===== src/rtl/adc_pwr_seq.sv =====
module adc_pwr_seq #(
  parameter int DW          = 12,
  parameter int CONV_CYCLES = 14
) (
  input  logic          clk,
  input  logic          rst_n,
  input  logic          enable,
  input  logic          rc_sel,
  input  logic          sleep,
  input  logic          idle,
  input  logic          idle_stop,
  input  logic          irq_en,
  input  logic          start,
  input  logic [DW-1:0] conv_data,
  output logic          busy,
  output logic [DW-1:0] result,
  output logic          done_irq,
  output logic          wake_req
);
  localparam int CW = (CONV_CYCLES > 1) ? $clog2(CONV_CYCLES) : 1;
  localparam logic [CW-1:0] LAST = CW'(CONV_CYCLES - 1);

  typedef enum logic [1:0] {S_READY, S_DELAY, S_CONV, S_PDOWN} st_t;

  st_t           st;
  logic [CW-1:0] cnt;
  logic          done_q, wake_q;

  wire halted    = idle & idle_stop;
  wire sys_sleep = sleep & ~rc_sel;
  wire accept    = enable & (st == S_READY) & start & ~halted & ~sys_sleep;
  wire complete  = enable & (st == S_CONV) & ~sys_sleep & ~halted & (cnt == LAST);

  assign busy     = (st == S_DELAY) | (st == S_CONV);
  assign done_irq = done_q;
  assign wake_req = wake_q;

  always_ff @(posedge clk or negedge rst_n) begin
    if (!rst_n) begin
      st     <= S_READY;
      cnt    <= '0;
      done_q <= 1'b0;
      wake_q <= 1'b0;
    end else begin
      done_q <= 1'b0;
      wake_q <= 1'b0;
      if (!enable) begin
        st  <= S_READY;
        cnt <= '0;
      end else begin
        unique case (st)
          S_READY: if (accept) begin
            st  <= rc_sel ? S_DELAY : S_CONV;
            cnt <= '0;
          end
          S_DELAY: begin
            if (sys_sleep)    st <= S_READY;
            else if (!halted) st <= S_CONV;
          end
          S_CONV: begin
            if (sys_sleep) st <= S_READY;
            else if (complete) begin
              st     <= (sleep && !irq_en) ? S_PDOWN : S_READY;
              done_q <= irq_en;
              wake_q <= irq_en & sleep;
            end else if (!halted) cnt <= cnt + 1'b1;
          end
          S_PDOWN: st <= S_PDOWN;
          default: st <= S_READY;
        endcase
      end
    end
  end

  always_ff @(posedge clk) begin
    if (complete) result <= conv_data;
  end

  assert_off_idle_R1: assert property (@(posedge clk) disable iff (!rst_n)
    !enable |=> !busy);

  assert_sleep_abort_R2: assert property (@(posedge clk) disable iff (!rst_n)
    busy && sys_sleep && enable |=> !busy && !done_irq && $stable(result));

  assert_wake_cause_R6: assert property (@(posedge clk) disable iff (!rst_n)
    wake_req |-> $past(sleep && irq_en && busy));

  assert_pdown_holds_R7: assert property (@(posedge clk) disable iff (!rst_n)
    (st == S_PDOWN) && enable |=> !busy && !done_irq && !wake_req);

  assert_idle_freeze_R9: assert property (@(posedge clk) disable iff (!rst_n)
    busy && halted && enable && !sys_sleep |=> busy);

  assert_restart_ignored_R10: assert property (@(posedge clk) disable iff (!rst_n)
    busy && start && enable && !sys_sleep && !complete |=> busy);
endmodule


===== config.mk =====
export PLATFORM = sky130hd
export DESIGN_NAME = adc_pwr_seq
export DESIGN_NICKNAME = d
export VERILOG_FILES = /design/src/rtl/adc_pwr_seq.sv
export SDC_FILE = /design/constraint.sdc
export NUM_CORES = 1
export LEC_CHECK = 0
export BUFFER_PORTS_ARGS = -buffer_cell sky130_fd_sc_hd__buf_2
export CELL_PAD_IN_SITES_DETAIL_PLACEMENT = 1
export CELL_PAD_IN_SITES_GLOBAL_PLACEMENT = 2
export CORE_ASPECT_RATIO = 0.5
export CORE_UTILIZATION = 32
export DETAILED_ROUTE_END_ITERATION = 10
export MAX_ROUTING_LAYER = met4
export PLACE_DENSITY_LB_ADDON = 0.2
export SETUP_SLACK_MARGIN = 0.02
export SLEW_MARGIN = 20
export SYNTH_ARGS = -nofsm -noshare
export SYNTH_HDL_FRONTEND = slang
export SYNTH_SLANG_ARGS = --single-unit

===== constraint.sdc =====
create_clock -name clk -period 5.4 [get_ports clk]
set_input_delay 0.81 -clock clk [delete_from_list [all_inputs] [get_ports clk]]
set_output_delay 0.81 -clock clk [all_outputs]
set_load 0.1 [all_outputs]

### Yosys cells after proc, flatten, opt, wreduce, memory -nomap -nowiden

Cells that the tools add are included.

| storage, ports and cells | value |
|---|---|
| register bits after elaboration | 20 |
| input bits | 21 |
| output and inout port bits | 15 |
| logic and storage cells | 60 |

| operators by class | value |
|---|---|
| add/subtract/negate cells | 1 |
| eq/ne operators | 11 |
| mux-type cells | 23 |
| bitwise gates (word level) | 15 |
| reductions and logical operators | 5 |

Operators by type and width:

| cell | number |
|---|---|
| 2-to-1 mux 4 bit | 5 |
| 2-to-1 mux 2 bit | 8 |
| inequality test 3 bit (second input constant) | 4 |
| bitwise AND 1 bit | 11 |
| 2-to-1 mux 1 bit | 8 |
| inequality test 4 bit (second input constant) | 2 |
| case mux 2 bit (4 select lines) | 1 |
| case mux 4 bit (2 select lines) | 1 |
| AND reduction 5 bit | 1 |
| adder 4 x 1 -> 4 bit (second input constant) | 1 |
| equality test 2 bit (second input constant) | 2 |
| equality test 4 bit (second input constant) | 1 |
| inequality test 3 x 1 -> 1 bit (second input constant) | 1 |
| inverter 1 bit | 3 |
| AND reduction 3 bit | 1 |
| equality test 2 x 1 -> 1 bit (second input constant) | 1 |
| zero test 2 bit | 1 |
| logical AND 1 bit | 1 |
| zero test 1 bit | 1 |
| bitwise OR 1 bit | 1 |

### Longest topological paths before layout

| logic depth | value |
|---|---|
| word-level depth | 10 |
| depth in mapped cells | 6 |
| mapped depth without buffers | 6 |

### Least setup slack after synthesis

No wires, ideal clock.

| timing | value |
|---|---|
| kind | in2reg |
| from | in idle |
| to | reg cnt[2] |
| setup time | 0.132 ns |
| data arrival time | 2.032 ns |
| required time | 5.268 ns |
| path slack | 3.236 ns |
| stages on the path | 4 |
| path buffers | 0 |
| cell sequence | and2_1 -> nor4b_4 -> nand2b_2 -> o31ai_1 |

| on the way | value |
|---|---|
| word-level cells in the longest chain between the ends | 6 |
| elaborated cells on any way between the ends | 10 |
| classes of those cells | eq/ne: 3; bitwise: 6; reduce/logical: 1 |

Ends and longest elaborated chain:

| item | line | RTL |
|---|---|---|
| start: declaration | 10 | `input logic idle,` |
| bitwise AND 1 bit | 29 | `wire halted = idle & idle_stop;` |
| inverter 1 bit | 32 | `wire complete = enable & (st == S_CONV) & ~sys_sleep & ~halted & (cnt == LAST);` |
| bitwise AND 1 bit (2 in series) | 32 |  |
| named net complete | 32 |  |
| inequality test 3 bit (no line) | -- |  |
| AND reduction 5 bit (no line) | -- |  |
| end signal: assignment | 66 | `end else if (!halted) cnt <= cnt + 1'b1;` |
| end: declaration | 26 | `logic [CW-1:0] cnt;` |

The timed path passes the listed nets, and every way through them passes these cells.
A chain may end at the register's enable or synchronous reset.

### Worst setup path in the final report

| timing | value |
|---|---|
| from | reg st[0] |
| to | reg cnt[2] |

| on the way | value |
|---|---|
| word-level cells in the longest chain between the ends | 7 |
| elaborated cells on any way between the ends | 18 |
| classes of those cells | eq/ne: 6; mux: 2; bitwise: 8; reduce/logical: 2 |

Ends and longest elaborated chain:

| item | line | RTL |
|---|---|---|
| start: declaration | 25 | `st_t st;` |
| start signal: assignment | 53 | `st <= rc_sel ? S_DELAY : S_CONV;` |
| start signal: assignment | 63 | `st <= (sleep && !irq_en) ? S_PDOWN : S_READY;` |
| equality test 2 bit | 32 |  |
| bitwise AND 1 bit (4 in series) | 32 |  |
| named net complete | 32 |  |
| inequality test 3 bit (no line) | -- |  |
| AND reduction 5 bit (no line) | -- |  |

The timed path passes the listed nets, and every way through them passes these cells.

==> impl_metrics.tcl <==
set metrics [dict create \
    die-area_um2 3300 \
    finalWorstPathRequiredPeriod_ns 2.31 \
    htree_levels 1 \
    ys_top_cells_by_area "edfxtp_1 (37%), dfrtp_1 (20%), ha_1 (9.0%)" \
    power_density_nw_per_um2 368 \
    cp.required_ns 5.52 \
    syn_inst 74 \
    final_cells 150 \
    r2r-end "cnt[2]" \
    ys.warnings.count 0 \
    n_antenna_cell 0 \
    io_pins 36 \
    final_cell_area_um2 1240 \
    clock_sinks 20 \
    layout-drive-gt1-share_pct 38.1 \
    p_seq_share_pct 40.2 \
    holdCritPathClass "in -> async" \
    critical_path_class "reg -> reg" \
    max_slew_margin_pct 36.9 \
    worst-r2r-setup-slack_ns 3.09 \
    finalHoldViolCount 0 \
    clk_pin_slew_ns 0.07 \
    antenna_found_initial 0 \
    drv_slew 0 \
    arrival_ns 2.42 \
    cts_buffers 3 \
    seq_area_frac_synth_pct 57.3 \
    finClkSkew_ns 0.00258 \
    end_kind "flop" \
    yosysTopAreaCell "edfxtp_1" \
    cts_resized 0 \
    clock_path_buffers 2 \
    die_h_um 41.1 \
    worst_pin_slew_ns 0.943 \
    synth_top_flop_cell "edfxtp_1" \
    maxCapViolCount 0 \
    placed_cells 146 \
    grt_max_degree 19 \
    synthToLayoutAreaGrowth_pct 27.2 \
    start_util_pct 35.6 \
    combinationalPowerShare_pct 38.9 \
    startpoint "st[0]" \
    clock_latency_ns 0.25 \
    avgViaCountPerCell 4.79 \
    gp_congestion 0.780 \
    finalCritPeriodShare_pct 42.7 \
    ys_ff_latch 20 \
    finalNetCount 142 \
    grtUsageTotal_pct 13.9 \
    grt_pass1_vias 701 \
    synth_edf_count 12 \
    postCtsSetupBuffers 0 \
    fmax_ghz 0.433 \
    ctsHoldBuffers 0 \
    first_iter_violations 46 \
    avgSynthCellArea_um2 13.2 \
    cts_tree "yes" \
    netlist.area_leader.share_pct 36.8 \
    num_rows 13 \
    p_total_w 0.000458 \
    rsz0062_at_grt "no" \
    crit_fanout 18 \
    post_drt_wl_per_cell_um 13.4 \
    clock_power_share_pct 20.8 \
    holdWs_ns 0.390 \
    internal-power_w 0.000279 \
    drcViolationCount 0 \
    synthArstFlopShare_pct 40.0 \
    dp_hpwl_um 1660 \
    ir_drop_mv 0.337 \
    netlist_area_um2 978 \
    detail-route-antenna-nets 0 \
    die_w_um 80.2 \
    p_sw_share_pct 39.0 \
    syn-num-nets 102 \
    status "completed" \
    synth_cell_types 30 \
    routed_wl_um 2010 \
    vias 718 \
    leakagePower_nw 0.576 \
    place_area_um2 1200 \
    gr-total-overflow 0 \
    setup_violations 0 \
    fin_tns_setup_ns 0 \
    io_buffers 35 \
    core_um2 2750 \
    r2r_start "st[0]" \
    firstDrtPassIters 4 \
    fillers 315 \
    crit_path_start_kind "flop" \
    power.switching_w 0.000179 \
    worstRegToRegCells 6 \
    root_buffer "clkbuf_8" \
    grt_pass1_wl_um 3180 \
]
[worst max-delay path, cell delays in order, from the launching register on]
cell,delay (ns)
dfrtp_1,0.43
inv_1,0.12
ha_1,0.30
nand2_4,0.12
nor4b_4,0.80
nand2b_2,0.31
o31ai_1,0.10
[synth_stat cells, types with 2 or more instances]
cell / number
edfxtp_1: 12
dfrtp_1: 8
ha_1: 7
nor2_1: 5
inv_1: 4
o31ai_1: 4
and2_1: 3
nand2b_1: 3
o21ai_0: 3
a21oi_1: 2
and3_1: 2
mux2i_1: 2
nand2_1: 2
[power groups by stage]
stage                     Sequential [W]  Clock (W)  Combinational (W)
after floorplan                 0.000183          0           0.000146
after CTS                       0.000184  0.0000998           0.000179
after detailed placement        0.000187          0           0.000178
after global routing            0.000186   0.000107           0.000194
after global placement          0.000187          0           0.000172
final                           0.000184  0.0000955           0.000178
[cells in the final DEF (no fill, tap or decap), types with 2 or more instances in the layout]
cell type / count
buf_2: 35
edfxtp_1: 12
dfrtp_1: 8
ha_1: 7
nor2_1: 5
inv_1: 4
o31ai_1: 4
and2_1: 3
nand2b_1: 3
o21ai_0: 3
clkbuf_8: 3
and3_1: 2
mux2i_1: 2
a21oi_1: 2
nand2_1: 2
[cell families after synthesis]
| logic type | after synthesis | synth area share [%] |
|---|---|---|
| flops | 20 | 57.3 |
| simple gates | 24 | 17.0 |
| mux | 3 | 3.20 |
| fa+ha+maj | 7 | 8.95 |
| buf+inv | 4 | 1.53 |
| compound gates | 16 | 12.0 |
[final cells by class]
cell class,count,area [um^2],share of cell area (%)
Clock buffer,4,45.0,3.62
Inverter,4,15.0,1.21
Multi-Input combinational cell,50,403,32.4
Tap cell,37,46.3,3.72
Timing Repair Buffer,35,175,14.1
Sequential cell,20,561,45.0
[stage by stage]
step	utilization, %	worst slack (ns)
2_1_floorplan	-	3.24
3_3_place_gp	43.7	2.96
3_5_place_dp	43.7	2.85
4_1_cts	45.3	3.03
5_1_grt	45.3	2.88
6_report	45.3	3.09
[layer usage]
metal  wire length [um]  GRT usage, %
met1                988          17.0
met2                895          24.8
met3                112          1.78
met4                 14          5.36
met5                  0             -
[state kept, by name, summed over array words and instances (netlist names)]
name	flops
result	12
done_irq	1
st	2
cnt	4
wake_req	1
[worst max path at each step]
| stage | to | slack (ns) | cells after the start |
|---|---|---|---|
| 6_report | cnt[2] | 3.09 | 6 |
| 5_1_grt | cnt[2] | 2.88 | 6 |
| 4_1_cts | cnt[2] | 3.03 | 6 |
| 3_5_place_dp | cnt[2] | 2.85 | 5 |
| 3_3_place_gp | cnt[2] | 2.96 | 5 |
| 2_1_floorplan | cnt[2] | 3.24 | 4 |
(Power assumes the default switching activity.)
